[src/rtl/cluster_priv_pkg.sv]
package cluster_priv_pkg;
  localparam int ADDR_W   = 13;
  localparam int DATA_W   = 32;
  localparam int LOC_W    = 12;
  localparam int PPI_W    = 32;
  localparam int TMR_PPI  = 29;
  localparam int WDG_PPI  = 30;

  typedef enum logic [2:0] {
    TGT_NONE,
    TGT_SCU,
    TGT_CPUIF,
    TGT_DIST,
    TGT_TMR,
    TGT_WDG
  } tgt_e;
endpackage

[src/rtl/priv_addr_decode.sv]
module priv_addr_decode
  import cluster_priv_pkg::*;
#(
  parameter int NCPU = 4
) (
  input  logic [ADDR_W-1:0] addr,
  input  logic [1:0]        cpu_id,
  output tgt_e              tgt,
  output logic [1:0]        idx,
  output logic [LOC_W-1:0]  loc
);
  localparam logic [2:0] NCPU_L = 3'(NCPU);
  localparam logic [3:0] PG_SCU   = 4'd0;
  localparam logic [3:0] PG_SELF  = 4'd1;
  localparam logic [3:0] PG_IFLST = 4'd5;
  localparam logic [3:0] PG_TSELF = 4'd6;
  localparam logic [3:0] PG_TLAST = 4'd10;

  logic [3:0] page;
  tgt_e       raw_tgt;

  assign page = addr[11:8];

  always_comb begin
    raw_tgt = TGT_NONE;
    idx     = 2'd0;
    loc     = '0;
    if (addr[12]) begin
      raw_tgt = TGT_DIST;
      loc     = addr[11:0];
    end else if (page == PG_SCU) begin
      raw_tgt = TGT_SCU;
      loc     = {4'd0, addr[7:0]};
    end else if (page <= PG_IFLST) begin
      raw_tgt = TGT_CPUIF;
      idx     = (page == PG_SELF) ? cpu_id : 2'(page - 4'd2);
      loc     = {4'd0, addr[7:0]};
    end else if (page <= PG_TLAST) begin
      idx = (page == PG_TSELF) ? cpu_id : 2'(page - 4'd7);
      loc = {7'd0, addr[4:0]};
      if (addr[7:6] == 2'b00) begin
        raw_tgt = addr[5] ? TGT_WDG : TGT_TMR;
      end
    end
  end

  always_comb begin
    tgt = raw_tgt;
    if ((raw_tgt == TGT_CPUIF || raw_tgt == TGT_TMR || raw_tgt == TGT_WDG) &&
        !({1'b0, idx} < NCPU_L)) begin
      tgt = TGT_NONE;
    end
  end
endmodule

[src/rtl/priv_scu_regs.sv]
module priv_scu_regs
  import cluster_priv_pkg::*;
#(
  parameter int NCPU = 4
) (
  input  logic              clk,
  input  logic              rst_n,
  input  logic              wr_en,
  input  logic [7:0]        off,
  input  logic [DATA_W-1:0] wdata,
  output logic [DATA_W-1:0] rdata,
  output logic              bad
);
  localparam logic [7:0] OFF_CTRL = 8'h00;
  localparam logic [7:0] OFF_CFG  = 8'h04;
  localparam logic [7:0] OFF_STAT = 8'h08;
  localparam logic [7:0] OFF_INV  = 8'h0C;
  localparam logic [DATA_W-1:0] CFG_VAL =
    DATA_W'((((1 << NCPU) - 1) << 4) | (NCPU - 1));

  logic ctrl_q;

  always_ff @(posedge clk) begin
    if (!rst_n) begin
      ctrl_q <= 1'b0;
    end else if (wr_en && off == OFF_CTRL) begin
      ctrl_q <= wdata[0];
    end
  end

  always_comb begin
    rdata = '0;
    bad   = 1'b0;
    unique case (off)
      OFF_CTRL: rdata = {{(DATA_W-1){1'b0}}, ctrl_q};
      OFF_CFG:  rdata = CFG_VAL;
      OFF_STAT: rdata = '0;
      OFF_INV:  rdata = '0;
      default:  bad   = 1'b1;
    endcase
  end
endmodule

[src/rtl/priv_irq_route.sv]
module priv_irq_route
  import cluster_priv_pkg::*;
#(
  parameter int NCPU = 4
) (
  input  logic [NCPU-1:0]       tmr_irq,
  input  logic [NCPU-1:0]       wdg_irq,
  output logic [NCPU*PPI_W-1:0] ppi_out
);
  for (genvar gi = 0; gi < NCPU; gi++) begin : g_cpu
    always_comb begin
      ppi_out[gi*PPI_W +: PPI_W]          = '0;
      ppi_out[gi*PPI_W + TMR_PPI]         = tmr_irq[gi];
      ppi_out[gi*PPI_W + WDG_PPI]         = wdg_irq[gi];
    end
  end
endmodule

[src/rtl/cluster_priv_region.sv]
module cluster_priv_region
  import cluster_priv_pkg::*;
#(
  parameter int NCPU = 4
) (
  input  logic                   clk,
  input  logic                   rst_n,
  input  logic                   req_valid,
  output logic                   req_ready,
  input  logic [ADDR_W-1:0]      req_addr,
  input  logic                   req_we,
  input  logic [DATA_W-1:0]      req_wdata,
  input  logic [1:0]             req_cpu,
  output logic                   rsp_valid,
  input  logic                   rsp_ready,
  output logic [DATA_W-1:0]      rsp_rdata,
  output logic                   rsp_err,
  output logic [LOC_W-1:0]       tgt_addr,
  output logic                   tgt_we,
  output logic [DATA_W-1:0]      tgt_wdata,
  output logic [NCPU-1:0]        cpuif_sel,
  output logic                   dist_sel,
  output logic [NCPU-1:0]        tmr_sel,
  output logic [NCPU-1:0]        wdg_sel,
  input  logic [NCPU*DATA_W-1:0] cpuif_rdata,
  input  logic [DATA_W-1:0]      dist_rdata,
  input  logic [NCPU*DATA_W-1:0] tmr_rdata,
  input  logic [NCPU*DATA_W-1:0] wdg_rdata,
  input  logic [NCPU-1:0]        tmr_irq,
  input  logic [NCPU-1:0]        wdg_irq,
  output logic [NCPU*PPI_W-1:0]  ppi_out
);
  tgt_e              tgt;
  logic [1:0]        idx;
  logic [LOC_W-1:0]  loc;
  logic              fire;
  logic [DATA_W-1:0] scu_rdata;
  logic              scu_bad;
  logic [DATA_W-1:0] rd_mux;
  logic              rd_err;

  assign req_ready = !rsp_valid || rsp_ready;
  assign fire      = req_valid && req_ready;

  priv_addr_decode #(.NCPU(NCPU)) u_dec (
    .addr   (req_addr),
    .cpu_id (req_cpu),
    .tgt    (tgt),
    .idx    (idx),
    .loc    (loc)
  );

  priv_scu_regs #(.NCPU(NCPU)) u_scu (
    .clk   (clk),
    .rst_n (rst_n),
    .wr_en (fire && req_we && tgt == TGT_SCU),
    .off   (loc[7:0]),
    .wdata (req_wdata),
    .rdata (scu_rdata),
    .bad   (scu_bad)
  );

  priv_irq_route #(.NCPU(NCPU)) u_irq (
    .tmr_irq (tmr_irq),
    .wdg_irq (wdg_irq),
    .ppi_out (ppi_out)
  );

  assign tgt_addr  = loc;
  assign tgt_we    = req_we;
  assign tgt_wdata = req_wdata;
  assign dist_sel  = fire && tgt == TGT_DIST;

  for (genvar gi = 0; gi < NCPU; gi++) begin : g_sel
    assign cpuif_sel[gi] = fire && tgt == TGT_CPUIF && idx == 2'(gi);
    assign tmr_sel[gi]   = fire && tgt == TGT_TMR   && idx == 2'(gi);
    assign wdg_sel[gi]   = fire && tgt == TGT_WDG   && idx == 2'(gi);
  end

  always_comb begin
    rd_mux = '0;
    rd_err = 1'b0;
    unique case (tgt)
      TGT_SCU: begin
        rd_mux = scu_rdata;
        rd_err = scu_bad;
      end
      TGT_DIST: rd_mux = dist_rdata;
      TGT_CPUIF: begin
        for (int i = 0; i < NCPU; i++) begin
          if (idx == 2'(i)) rd_mux = cpuif_rdata[i*DATA_W +: DATA_W];
        end
      end
      TGT_TMR: begin
        for (int i = 0; i < NCPU; i++) begin
          if (idx == 2'(i)) rd_mux = tmr_rdata[i*DATA_W +: DATA_W];
        end
      end
      TGT_WDG: begin
        for (int i = 0; i < NCPU; i++) begin
          if (idx == 2'(i)) rd_mux = wdg_rdata[i*DATA_W +: DATA_W];
        end
      end
      default: rd_err = 1'b1;
    endcase
  end

  always_ff @(posedge clk) begin
    if (!rst_n) begin
      rsp_valid <= 1'b0;
      rsp_rdata <= '0;
      rsp_err   <= 1'b0;
    end else if (fire) begin
      rsp_valid <= 1'b1;
      rsp_rdata <= (req_we || rd_err) ? '0 : rd_mux;
      rsp_err   <= rd_err;
    end else if (rsp_ready) begin
      rsp_valid <= 1'b0;
    end
  end
endmodule

[config.mk]
export PLATFORM = sky130hd
export DESIGN_NAME = cluster_priv_region
export DESIGN_NICKNAME = d
export VERILOG_FILES = /design/src/rtl/cluster_priv_pkg.sv /design/src/rtl/priv_addr_decode.sv /design/src/rtl/priv_scu_regs.sv /design/src/rtl/priv_irq_route.sv /design/src/rtl/cluster_priv_region.sv
export SDC_FILE = /design/constraint.sdc
export NUM_CORES = 1
export LEC_CHECK = 0
export ABC_AREA = 1
export BUFFER_PORTS_ARGS = -buffer_cell sky130_fd_sc_hd__buf_2
export CAP_MARGIN = 0
export CORE_AREA = 2 2 268 270
export DETAILED_ROUTE_END_ITERATION = 10
export DIE_AREA = 0 0 270 272
export PLACE_DENSITY_LB_ADDON = 0.25
export SLEW_MARGIN = 20
export SYNTH_ARGS = -nofsm -noshare
export SYNTH_HDL_FRONTEND = slang
export SYNTH_SLANG_ARGS = --single-unit
[constraint.sdc]
create_clock -name clk -period 4.3 [get_ports clk]
set_input_delay 0.43 -clock clk [delete_from_list [all_inputs] [get_ports clk]]
set_output_delay 0.43 -clock clk [all_outputs]
set_load 0.01 [all_outputs]
### Word-level counts from Yosys, hierarchy flattened

Index checks and enable logic that the tools add are counted.

* bits in registers: 35
* output and inout bits: 221
* logic and storage cells: 86

* add/sub/neg operators: 2
* $lt $le $gt $ge: 2
* equality and inequality tests: 13
* mux-type cells: 35
* reduce and logical (&&, ||, !) cells: 30

Operators with widths (count)
* two-way mux 32 bit: 13
* case mux 32 bit (5 select lines): 1
* two-way mux 12 bit: 3
* logical AND 1 bit: 20
* equality test 8 x 4 -> 1 bit, second input constant: 2
* case mux 8 bit (2 select lines): 1
* two-way mux 3 bit: 5
* two-way mux 2 bit: 6
* equality test 8 x 3 -> 1 bit, second input constant: 1
* logical NOT 8 bit: 1
* OR reduction 4 bit: 2
* equality test 3 x 2 -> 1 bit, second input constant: 2
* equality test 3 bit, second input constant: 2
* two-way mux 5 bit: 1
* equality test 2 bit, second input constant: 2
* equality test 4 x 1 -> 1 bit, second input constant: 1
* equality test 4 x 3 -> 1 bit, second input constant: 1
* less-or-equal comparator 4 x 3 -> 1 bit, second input constant: 1
* less-or-equal comparator 4 bit, second input constant: 1
* logical NOT 2 bit: 2
* logical NOT 4 bit: 1
* two-way mux 1 bit: 4
* subtractor 2 bit, second input constant: 2
* equality test 3 x 1 -> 1 bit, second input constant: 1
* 5 further kinds: 6

### Longest topological paths before layout

* depth after elaboration: 13
* mapped depth: 20
* depth with buffers taken out: 19

### By module

A second synthesis with hierarchy kept.

* cell total of the unflattened synthesis: 1515
* area, all modules: 7649.8 um2

Modules (own cells, without submodules)
* cluster_priv_region: instances 1, cells each 1261, area each 5997.0 um2, sequential area each 680.7 um2
* priv_irq_route: instances 1, cells each 129, area each 964.7 um2, sequential area each 0.0 um2
* priv_addr_decode: instances 1, cells each 75, area each 345.3 um2, sequential area each 0.0 um2
* priv_scu_regs: instances 1, cells each 50, area each 342.8 um2, sequential area each 20.0 um2

### Worst setup path before layout

OpenSTA, ideal clock, no wires.

* path kind: input to output
* start: input port req_addr[9]
* end: output port tmr_sel[1]
* arrival: 2001 ps
* setup slack: 1869 ps
* stages: 13
* path buffers: 2
* cell sequence: inv_1 > ha_1 > nor2_1 > nand2_1 > nand2_2 > nand2_2 > o21ai_4 > nand2_4 > nor2_1 > buf_4 > buf_6 > inv_1 > nor2_1

* word-level cells in the longest chain between the ends: 8
* elaborated cells between the ends (all ways): 21
* classes of those cells: add/sub (2); order compare (2); eq/ne (4); mux (10); reduce/logical (3)

Ends and longest elaborated chain
* start: declaration: line cluster_priv_region.sv:10 `input logic [ADDR_W-1:0] req_addr,`
* less-or-equal comparator 4 bit (tied with other cells): line priv_addr_decode.sv:38 `end else if (page <= PG_TLAST) begin`
* two-way mux 3 bit or two-way mux 2 bit (tied branches): line priv_addr_decode.sv:38, priv_addr_decode.sv:39
* two-way mux 3 bit or two-way mux 2 bit (tied branches): line priv_addr_decode.sv:34, priv_addr_decode.sv:38
* two-way mux 3 bit or two-way mux 2 bit (tied branches): line priv_addr_decode.sv:31, priv_addr_decode.sv:34
* two-way mux 3 bit or two-way mux 2 bit (tied branches): line priv_addr_decode.sv:28, priv_addr_decode.sv:31
* equality test 3 bit or two-way mux 2 bit (tied branches)
* logical AND 1 bit or equality test 2 x 1 -> 1 bit (tied branches): line cluster_priv_region.sv:76 `assign tmr_sel[gi] = fire && tgt == TGT_TMR && idx == 2'(gi);`
* logical AND 1 bit (*): line cluster_priv_region.sv:76
* end: declaration: line cluster_priv_region.sv:23 `output logic [NCPU-1:0] tmr_sel,`

Every way passes the cells marked *; elsewhere a longest branch is shown, timed or not.

### Worst setup path in the final report

* start: input port req_addr[9]
* end: register rsp_rdata[12]

* word-level cells in the longest chain between the ends: 13
* elaborated cells between the ends (all ways): 53
* classes of those cells: add/sub (2); order compare (2); eq/ne (13); mux (30); reduce/logical (6)

Ends and longest elaborated chain
* subtractor 2 bit or equality test 4 x 3 -> 1 bit (tied branches): line priv_addr_decode.sv:39 `idx = (page == PG_TSELF) ? cpu_id : 2'(page - 4'd7);`
* two-way mux 2 bit: line priv_addr_decode.sv:39
* two-way mux 2 bit: line priv_addr_decode.sv:38
* two-way mux 2 bit: line priv_addr_decode.sv:34 `end else if (page <= PG_IFLST) begin`
* two-way mux 2 bit: line priv_addr_decode.sv:31 `end else if (page == PG_SCU) begin`
* two-way mux 2 bit: line priv_addr_decode.sv:28 `if (addr[12]) begin`
* logical NOT 2 bit: line cluster_priv_region.sv:91, cluster_priv_region.sv:96, cluster_priv_region.sv:101
* two-way mux 32 bit, on equally long branches (4 in a row): line cluster_priv_region.sv:101, cluster_priv_region.sv:91, cluster_priv_region.sv:96
* case mux 32 bit (5 select lines): line cluster_priv_region.sv:83 `unique case (tgt)`
* two-way mux 32 bit (*): line cluster_priv_region.sv:115 `rsp_rdata <= (req_we || rd_err) ? '0 : rd_mux;`
* end signal: assignment: line cluster_priv_region.sv:115
* end: declaration: line cluster_priv_region.sv:16 `output logic [DATA_W-1:0] rsp_rdata,`

Marked as above.
A chain may end at the register's enable or synchronous reset.

==> flow_metrics.env <==
export IMPL_outcome="finished, final reports clean"
export IMPL_worstSetupPathType="in2reg"
export IMPL_crit_path_max_fanout=26
export IMPL_hold_viol_final=0
export IMPL_power_frac_comb=0.560
export IMPL_p_sw_frac=0.4824
export IMPL_clk_pin_slew_ns=0.07
export IMPL_dp_cells=2789
export IMPL_clockPowerShare=0.245
export IMPL_grt_max_degree=60
export IMPL_syn_to_final_growth_pct=39.66
export IMPL_fmax_ghz=0.2955
export IMPL_via_per_inst=3.602
export IMPL_power_switching_mw=0.8402
export IMPL_postRouteAntennaNets=0
export IMPL_clock_skew_final_ns=0.009426
export IMPL_period_minus_slack_ns=3.384
export IMPL_crit_path_end_kind="flop"
export IMPL_max_cap_viol_count=0
export IMPL_worstMarginPinSlew_ns=0.9826
export IMPL_finalPower_mw=1.742
export IMPL_p_leak_nw=5.850
export IMPL_synth_distinct_cells=33
export IMPL_grt_use_total=0.1420
export IMPL_antenna_found_initial=15
export IMPL_fillers=8595
export IMPL_yosys_warnings=0
export IMPL_cts_htree_levels=2
export IMPL_synthAdderAreaFrac=0.005102
export IMPL_stdcell_count=2797
export IMPL_wirelength_mm=54.79
export IMPL_synthMuxAreaShare=0
export IMPL_grt_overflow=0
export IMPL_gp_congestion=0.8212
export IMPL_yosys_area_share_simple=0.5287
export IMPL_drc=0
export IMPL_ys_flop_type="dfxtp_1"
export IMPL_ios=697
export IMPL_rows=98
export IMPL_layout_nets=2325
export IMPL_slew_viol_final=0
export IMPL_relSlewSlack=0.3440
export IMPL_core_mm2=0.07075
export IMPL_critPathLaunchType="input pin"
export IMPL_critPathArrivalTime_ns=3.62
export IMPL_ir_drop_mv=0.1158
export IMPL_startpoint="req_addr[9]"
export IMPL_synthXorXnorAreaFrac=0
export IMPL_layout_drive_gt1_share=0.3050
export IMPL_cts_root_buf="clkbuf_16"
export IMPL_start_util=0.1040
export IMPL_ys_seq_elements=35
export IMPL_powerDensity_mw_per_mm2=169.5
export IMPL_synthesis_instances=1438
export IMPL_post_cts_resized=0
export IMPL_hold_path_class="in2reg"
export IMPL_synth_top_family_by_area="simple AND/OR/NAND/NOR gates"
export IMPL_hpwl_mm=44.31
export IMPL_cts_setup_buffers=0
export IMPL_synth_seq_area_share=0.09524
export IMPL_dieArea_mm2=0.07344
export IMPL_clk_latency_ns=0.31
export IMPL_vias=10074
export IMPL_drt_iter0_markers=433
export IMPL_p_int_mw=0.9016
export IMPL_synth_edff_count=0
export IMPL_cts_buffers=5
export IMPL_min_from="rst_n"
export IMPL_cts_sinks=35
export IMPL_die_h_um=272
export IMPL_synth_area_per_cell_um2=5.116
export IMPL_ctsHoldBuffers=0
export IMPL_grt_pass1_wl_mm=73.89
export IMPL_dieWidth_um=270
export IMPL_rsz0062_at_grt="no"
export IMPL_synth_area_mm2=0.007357
export IMPL_dr_pass1_iters=4
export IMPL_clockBufferDepth=2
export IMPL_synthArstFlopShare=0
export IMPL_synth_compound_area_share=0.08282
export IMPL_wl_per_cell_um=19.59
export IMPL_final_period_utilization=0.7870
export IMPL_grt_pass1_vias=9925
export IMPL_p_seq_frac=0.195
export IMPL_setup_viol=0
export IMPL_cts_tree="yes"
export IMPL_portBuffers=498
export IMPL_required_ns=4.54
export IMPL_finalSetupTns_ns=0
export IMPL_r2r_start="rsp_valid"
area by class of cell:
cell class	count	area (µm²)	share of cell area
repair buffers	524	2725	0.2652
diodes	1	2.502	0.0002435
well taps	950	1189	0.1157
clock inverters	1	5.005	0.0004871
multi-input cells	1152	5031	0.4896
clock buffers	6	138.9	0.01352
inverters	128	483.0	0.04700
flip-flops and latches	35	700.7	0.06819
per-layer routing:
layer,wire length (µm),vias up,global-route usage,share of wire
li1,-,4985,-,-
met1,23130,4514,0.1747,0.42
met2,26220,472,0.2453,0.48
met3,3614,93,0.03244,0.066
met4,1756,10,0.04254,0.032
met5,65,-,0,0.0012
critical path: stages:
cell     delay, ns
buf_2         0.12
inv_1         0.07
ha_1          0.22
nor2_1        0.11
nand2_1       0.07
nand2_2       0.13
inv_2         0.06
nand2_1       0.12
o21ai_4       0.13
nand2_4       0.32
nand2_2       0.14
inv_2         0.72
buf_4         0.39
nand2_1       0.09
nand3_1       0.09
nand2_1       0.09
nand2_1       0.08
o21ai_1       0.07
a21oi_1       0.14
final timing paths:
check,to,cells past startpoint,slack [ns]
max reg2reg,rsp_rdata[27],8,2.14
min,rsp_err,3,0.39
min reg2reg,rsp_rdata[19],2,0.46
max,rsp_rdata[12],19,0.92
metrics by stage:
step	util	worst slack, ns	area, µm²	hold WS (ns)
detailed placement	0.1432	0.5296	10130	0.4541
global placement	0.1432	0.5722	10130	0.4527
floorplan	-	1.869	7804	0.4864
finish	0.1452	0.9157	10270	0.3851
CTS	0.1452	0.8623	10270	0.3656
global route	0.1452	0.6500	10270	0.4026
Yosys cell counts (2+ instances only):
cell	number	share of area
nand2_1	435	0.22
nor2_1	254	0.13
buf_4	171	0.17
nand3_1	145	0.099
inv_1	123	0.063
nand3b_1	53	0.054
a21oi_1	45	0.031
o21ai_0	43	0.029
buf_2	36	0.024
dfxtp_1	35	0.095
clkbuf_1	25	0.013
o21ai_1	23	0.016
nand2_2	8	0.0068
buf_1	5	0.0026
buf_6	5	0.0077
nand4_1	4	0.0034
ha_1	3	0.0051
inv_2	3	0.0015
nor2_2	3	0.0026
nor2_4	3	0.0046
or2_2	3	0.0026
nand2_4	2	0.0031
power by group through the flow:
| stage | sequential, mW | combinational, mW | clock, mW |
|---|---|---|---|
| 6_report | 0.340 | 0.975 | 0.427 |
| 2_1_floorplan | 0.351 | 0.606 | 0 |
| 3_5_place_dp | 0.347 | 0.996 | 0 |
| 5_1_grt | 0.341 | 1.08 | 0.463 |
| 4_1_cts | 0.340 | 0.999 | 0.456 |
| 3_3_place_gp | 0.347 | 0.997 | 0 |
cells by family after synthesis:
group | count (synthesis)
adders and majority gates | 3
buffers and inverters | 370
DFF | 35
AOI/OAI and AO/OA | 117
and+or+nand+nor | 912
other | 1
sequential cells by signal, indices dropped and copies added, names as in the netlist:
name,count
rsp_rdata,32
rsp_err,1
rsp_valid,1
u_scu.ctrl_q,1
cell usage in the layout (no fill, tap or decap), types with 2 or more instances in the layout:
cell,Yosys,routed
clkbuf_16,0,5
inv_1,123,122
nand2_1,435,433
nand3_1,145,145
nand4_1,4,4
nor2_2,3,2
dfxtp_1,35,35
nand2_4,2,3
buf_4,171,23
o21ai_1,23,23
nor2_1,254,252
buf_2,36,498
nor2_4,3,6
o21ai_0,43,43
or2_2,3,4
nand2_2,8,8
buf_12,0,3
conb_1,1,120
ha_1,3,3
nand3b_1,53,53
inv_2,3,5
a21oi_1,45,45
(Power assumes the default switching activity.)
